`src/rtl/irq_share_pkg.sv`:
```
package irq_share_pkg;
    localparam int NUM_VEC  = 4;
    localparam int REG_W    = 8;
    localparam int FIELD_W  = 2;
    localparam int ADDR_W   = 16;
    localparam int EN_BASE  = 2;
    localparam int WDT_BIT  = 6;
    localparam int RSV_BIT  = 0;
    localparam logic [FIELD_W-1:0] MODE_COMPARE = 2'b10;

    typedef enum logic {
        OWN_PERIPH  = 1'b0,
        OWN_COMPARE = 1'b1
    } owner_e;
endpackage

```
`src/rtl/isel_regs.sv`:
```
module isel_regs
    import irq_share_pkg::*;
(
    input  logic                         clk,
    input  logic                         rst,
    input  logic                         wr_en,
    input  logic                         wr_sel,
    input  logic [REG_W-1:0]             wr_data,
    input  logic                         rd_sel,
    output logic [REG_W-1:0]             rd_data,
    output logic [NUM_VEC-1:0]           en_gate,
    output logic [FIELD_W*NUM_VEC-1:0]   mode_q,
    output logic                         wdt_kick
);
    localparam logic [REG_W-1:0] EN_KEEP =
        ~((REG_W'(1) << WDT_BIT) | (REG_W'(1) << RSV_BIT));

    logic [REG_W-1:0] en_q;

    always_ff @(posedge clk) begin
        if (rst) begin
            en_q     <= '0;
            mode_q   <= '0;
            wdt_kick <= 1'b0;
        end else begin
            wdt_kick <= wr_en && !wr_sel && wr_data[WDT_BIT];
            if (wr_en) begin
                if (!wr_sel) en_q   <= wr_data & EN_KEEP;
                else         mode_q <= wr_data;
            end
        end
    end

    always_comb begin
        rd_data = rd_sel ? mode_q : en_q;
        en_gate = en_q[EN_BASE +: NUM_VEC];
    end

    // no strobe without a write on the previous edge
    assert_wdt_needs_write_R9: assert property (@(posedge clk) disable iff (rst)
        !wr_en |=> !wdt_kick);

    // the strobe is low after reset
    assert_wdt_reset_R1: assert property (@(posedge clk)
        rst |=> !wdt_kick);
endmodule

```
`src/rtl/isel_route.sv`:
```
module isel_route
    import irq_share_pkg::*;
#(
    parameter logic [ADDR_W-1:0] VEC_ADDR = 16'h0053
)(
    input  logic               clk,
    input  logic               rst,
    input  logic               en,
    input  logic [FIELD_W-1:0] mode,
    input  logic               periph,
    input  logic               cmp,
    output logic               irq,
    output logic [ADDR_W-1:0]  addr
);
    owner_e owner;
    logic   src;

    always_comb begin
        unique case (mode)
            MODE_COMPARE: owner = OWN_COMPARE;
            default:      owner = OWN_PERIPH;
        endcase
    end

    always_comb begin
        unique case (owner)
            OWN_COMPARE: src = cmp;
            OWN_PERIPH:  src = periph;
            default:     src = 1'b0;
        endcase
    end

    always_ff @(posedge clk) begin
        if (rst) irq <= 1'b0;
        else     irq <= en & src;
    end

    assign addr = VEC_ADDR;

    // a compare-owned vector ignores its peripheral request
    assert_periph_blocked_R5: assert property (@(posedge clk) disable iff (rst)
        (owner == OWN_COMPARE && !cmp) |=> !irq);

    // a peripheral-owned vector ignores its compare event
    assert_cmp_ignored_R6: assert property (@(posedge clk) disable iff (rst)
        (owner == OWN_PERIPH && !periph) |=> !irq);

    // a cleared enable masks the vector in both states
    assert_masked_R8: assert property (@(posedge clk) disable iff (rst)
        !en |=> !irq);

    // every request is low after reset
    assert_irq_reset_R1: assert property (@(posedge clk)
        rst |=> !irq);
endmodule

```
`src/rtl/irq_share_sel.sv`:
```
module irq_share_sel
    import irq_share_pkg::*;
#(
    parameter logic [ADDR_W-1:0] VEC_BASE = 16'h0053,
    parameter int                VEC_STEP = 8
)(
    input  logic                       clk,
    input  logic                       rst,
    input  logic                       wr_en,
    input  logic                       wr_sel,
    input  logic [REG_W-1:0]           wr_data,
    input  logic                       rd_sel,
    output logic [REG_W-1:0]           rd_data,
    input  logic [NUM_VEC-1:0]         periph_req,
    input  logic [NUM_VEC-1:0]         cmp_evt,
    output logic [NUM_VEC-1:0]         irq_req,
    output logic [ADDR_W*NUM_VEC-1:0]  irq_vec_addr,
    output logic                       wdt_kick
);
    logic [NUM_VEC-1:0]         en_gate;
    logic [FIELD_W*NUM_VEC-1:0] mode_q;

    isel_regs u_regs (
        .clk      (clk),
        .rst      (rst),
        .wr_en    (wr_en),
        .wr_sel   (wr_sel),
        .wr_data  (wr_data),
        .rd_sel   (rd_sel),
        .rd_data  (rd_data),
        .en_gate  (en_gate),
        .mode_q   (mode_q),
        .wdt_kick (wdt_kick)
    );

    for (genvar g = 0; g < NUM_VEC; g++) begin : g_vec
        isel_route #(
            .VEC_ADDR(ADDR_W'(VEC_BASE + ADDR_W'(g * VEC_STEP)))
        ) u_route (
            .clk    (clk),
            .rst    (rst),
            .en     (en_gate[g]),
            .mode   (mode_q[g*FIELD_W +: FIELD_W]),
            .periph (periph_req[g]),
            .cmp    (cmp_evt[g]),
            .irq    (irq_req[g]),
            .addr   (irq_vec_addr[g*ADDR_W +: ADDR_W])
        );
    end
endmodule

```
`config.mk`:
```
export PLATFORM = sky130hd
export DESIGN_NAME = irq_share_sel
export DESIGN_NICKNAME = d
export VERILOG_FILES = /design/src/rtl/irq_share_pkg.sv /design/src/rtl/isel_regs.sv /design/src/rtl/isel_route.sv /design/src/rtl/irq_share_sel.sv
export SDC_FILE = /design/constraint.sdc
export NUM_CORES = 1
export LEC_CHECK = 0
export BUFFER_PORTS_ARGS = -buffer_cell sky130_fd_sc_hd__buf_2
export CAP_MARGIN = 20
export CORE_MARGIN = 3
export CORE_UTILIZATION = 40
export CTS_CLUSTER_DIAMETER = 200
export CTS_CLUSTER_SIZE = 10
export DETAILED_ROUTE_END_ITERATION = 10
export PLACE_DENSITY = 0.8
export SYNTH_ARGS = -nofsm -noshare
export SYNTH_HDL_FRONTEND = slang
export SYNTH_SLANG_ARGS = --single-unit
```
`constraint.sdc`:
```
create_clock -name clk -period 1.36 [get_ports clk]
set_clock_uncertainty 0.2 [all_clocks]
set_input_delay 0.272 -clock clk [delete_from_list [all_inputs] [get_ports clk]]
set_output_delay 0.272 -clock clk [all_outputs]
set_load 0.1 [all_outputs]
```
Word-level counts from Yosys, hierarchy flattened --
Cells that the tools add are included.
Operators by class: eq/ne operators 4, reductions and logical operators 5, bitwise logic cells 9, mux-type cells 9
Operator list (number):
- 2-bit == test, second input constant | 4
- 8-bit 2-to-1 mux | 1
- 1-bit one-hot mux with 2 select lines | 4
- 1-bit NOT | 5
- 1-bit AND | 4
- 1-bit 2-to-1 mux | 4
- 2-bit AND reduction | 2
- 1-bit logical AND | 2
- 1-bit logical NOT | 1
Word-level totals: word-level logic and storage cells 34, flip-flop bits (word level) 19, input port bits 21

Logic depth before layout (Yosys ltp) --
word-level depth 5, depth in mapped cells 5, depth with buffers taken out 3

By module --
From an unflattened synthesis, not the netlist that was laid out.
Second synthesis, totals: cell total of the unflattened synthesis 160, area, all modules 1476.4 um^2
Modules (own cells, without submodules):
- isel_regs | times used 1, cells an instance 72, area each 740.7 um^2
- isel_route | times used 4, cells an instance 22, area each 183.9 um^2

Least setup slack after synthesis --
OpenSTA, ideal clock, no wires.
path type input to output, start point input port rd_sel, end point output port rd_data[0], path buffers 1, slack -307 ps, required time 888 ps, stages 2, data arrival time 1195 ps, path through buf_2 -> and2_1
Between the ends: word-level cells in the longest chain between the ends 1
RTL lines:
- start, declared | RTL line irq_share_sel.sv:12 | input logic rd_sel,
- 8-bit 2-to-1 mux | RTL line isel_regs.sv:35 | rd_data = rd_sel ? mode_q : en_q;
- end, declared | RTL line irq_share_sel.sv:13 | output logic [REG_W-1:0] rd_data,
Every way passes these cells.

Worst setup path in the final report --
start point register u_regs.en_q[1], end point output port rd_data[1]
Between the ends: word-level cells in the longest chain between the ends 1
RTL lines:
- start, declared | RTL line isel_regs.sv:18 | logic [REG_W-1:0] en_q;
- start signal, assigned | RTL line isel_regs.sv:28 | if (!wr_sel) en_q <= wr_data & EN_KEEP;
- 8-bit 2-to-1 mux | RTL line isel_regs.sv:35
Every way passes these cells.

==> impl_metrics.csv <==
group,metric,value,unit
timing,fin_tns_setup,-1.24,ns
final_layout,insertedDiodeCount,0,
final_layout,fin_util,0.514,
synthesis,synth-seq-area-share,0.284,
job,maxCapViolCount,0,
timing,final_hold_viol_count,0,
timing,finalSetupViolations,8,
place,gp_congestion,0.731,
outcome,status,"finished, violations left",
synthesis,synthMuxAreaShare,0.125,
route,drt-total-wl,2470,µm
timing,setup_ws,-0.193,ns
synthesis,syn_area,1340,µm²
grt,overflow,0,
grt,grt_pass1_vias,806,
synthesis,synth_area_per_cell,8.70,µm²
synthesis,yosysMostFrequentCell,"buf_4",
synthesis,ys.flop_type,"dfxtp_1",
power,pwr_density_cell,1230,nW/µm²
final_layout,layout-drive-gt1-share,0.383,
timing,fmax,0.644,GHz
route,route.detailed.drc,0,
route,drt-pass1-iter-count,4,
route,vias,886,
grt,antenna_found_initial,0,
die,core,3130,µm²
clock_tree,htreeDepth,1,
clock_tree,cts_tree,"done",
timing,final-max-slew-violation-count,0,
clock_tree,postCtsHoldBufs,0,
synthesis,ys_top_cells_by_area,"buf_4 39%, dfxtp_1 28%, mux2i_1 7.5%",
grt,grt_first_pass_wirelength,3620,µm
synthesis,syn-instance-count,154,
synthesis,async_reset_ff_frac,0,
die,start_util,0.428,
critical_path,endpoint_kind,"output port",
place,io_buffers,33,
critical_path,cp_max_fo,2,
critical_path,path_class,"reg -> out",
synthesis,ys_types,17,
clock_tree,clock_sinks,19,
die,rows,20,
die,die_w,63.9,µm
power,peakVddDrop,0.546,mV
timing,rsz0062_at_grt,"yes",
synthesis,yosys-top-cells-count,"69 x buf_4, 19 x dfxtp_1, 10 x mux2i_1",
route,drt_iter0_markers,49,
clock_tree,worstSkewPairLatency,0.29,ns
timing,fin_crit_sh,1.14,
clock_tree,path_clk_slew,0.11,ns
place,dp_hpwl,1900,µm
final_layout,num-nets-final,215,
synthesis,synth_compound_area_frac,0.0299,
clock_tree,clockBufferDepth,2,
min_path,worstHoldPathType,"in -> reg",
clock_tree,root_buffer,"clkbuf_4",
synthesis,yosys.area_share.adder,0,
route,wire_per_inst,10.4,µm
synthesis,synth_xor_area_frac,0,
critical_path,arrival,1.08,ns
outcome,violations,"negative setup slack",
critical_path,required,0.89,ns
synthesis,synth_largest_area_cell,"buf_4",
power,total_power,1.98,mW
synthesis,yosysWarnings,0,
synthesis,synth_edf_count,0,
place,pre_cts_ws,-0.257,ns
final_layout,area_growth,19.9,%
synthesis,ys_ff_latch,19,
route,avgViaCountPerCell,3.74,
die,dieArea,4080,µm²
route,ant_nets,0,
grt,grt_usage,0.113,
power,p_leak,0.827,nW
grt,grt_max_degree,20,
timing,period_needed,1.55,ns
synthesis,synth_top_family_by_area,"buffers and inverters",
critical_path,worstSetupStartpointType,"flip-flop",
die,ioPinCount,98,
synthesis,synth-simple-area-share,0.138,
clock_tree,cts_buffers,3,
die,fp.dieH,63.9,µm
synthesis,yosysTopAreaCellShare,0.387,
through the flow:
step	hold slack [ns]	cells	area, µm²
finish	0.0195	237	1610
CTS	0.00856	237	1590
floorplan	0.216	216	1580
detailed placement	0.265	230	1430
global placement	0.253	230	1430
global route	0.00394	237	1610
layout make-up:
class	count	area [µm²]
flip-flops and latches	19	398
fillers	317	1520
clock buffers	3	22.5
multi-input cells	123	661
repair buffers	47	465
well taps	44	55.1
clock inverters	1	5.00
cell families (layout without fill, tap and decap cells):
kind of cell           after synthesis  in the layout
buffers and inverters               74             51
AND/OR/NAND/NOR                     35             35
flip-flops                          19             19
multiplexers                        16             16
AO/OA/AOI/OAI                        8              8
other                                2             64
worst paths after layout:
path                                        from                   end  slack (ns)  cells past startpoint
worst min register to register    u_regs.en_q[7]        u_regs.en_q[7]        0.31                      2
worst max-delay path              u_regs.en_q[1]            rd_data[1]       -0.19                      2
worst max register to register  u_regs.mode_q[6]  g_vec[3].u_route.irq        0.16                      4
worst min-delay path                  wr_data[0]      u_regs.mode_q[0]        0.02                      3
repair_timing:
action	CTS	global route
setup buffers	3	0
gates resized for setup	36	9
endpoints found under the hold margin	0	0
endpoints found under the setup margin	8	12
metal layers:
metal	vias up	share of wire	GRT usage	routed length, µm
met1	393	0.38	0.124	939
met4	0	0	0.0404	0
li1	440	-	-	-
met3	0	0.11	0.0457	272
met2	53	0.51	0.194	1260
met5	-	0	0	0
power by group:
part / switching [mW] / total, mW / internal [mW]
Clock: 0.175 / 0.284 / 0.109
Sequential: 0.0120 / 0.593 / 0.581
Combinational: 0.958 / 1.10 / 0.145
Total: 1.14 / 1.98 / 0.836
placed cells by master (no fill, tap or decap), drive strengths merged, types with 2 or more instances in the layout:
| master | n |
|---|---|
| conb | 64 |
| buf | 47 |
| dfxtp | 19 |
| mux2i | 10 |
| nand2 | 9 |
| nand3 | 8 |
| a21oi | 8 |
| mux2 | 6 |
| nor2 | 6 |
| nor3b | 5 |
| nor2b | 4 |
| clkbuf | 3 |
| and2 | 2 |
critical path, stage by stage (launching register included):
cell,delay [ns]
dfxtp_2,0.34
mux2_4,0.28
buf_12,0.17
state kept, by name, summed over array words and instances, names as in the netlist:
name / cells
g_vec.u_route.irq: 4
u_regs.en_q: 6
u_regs.mode_q: 8
u_regs.wdt_kick: 1
(Power assumes the default switching activity.)
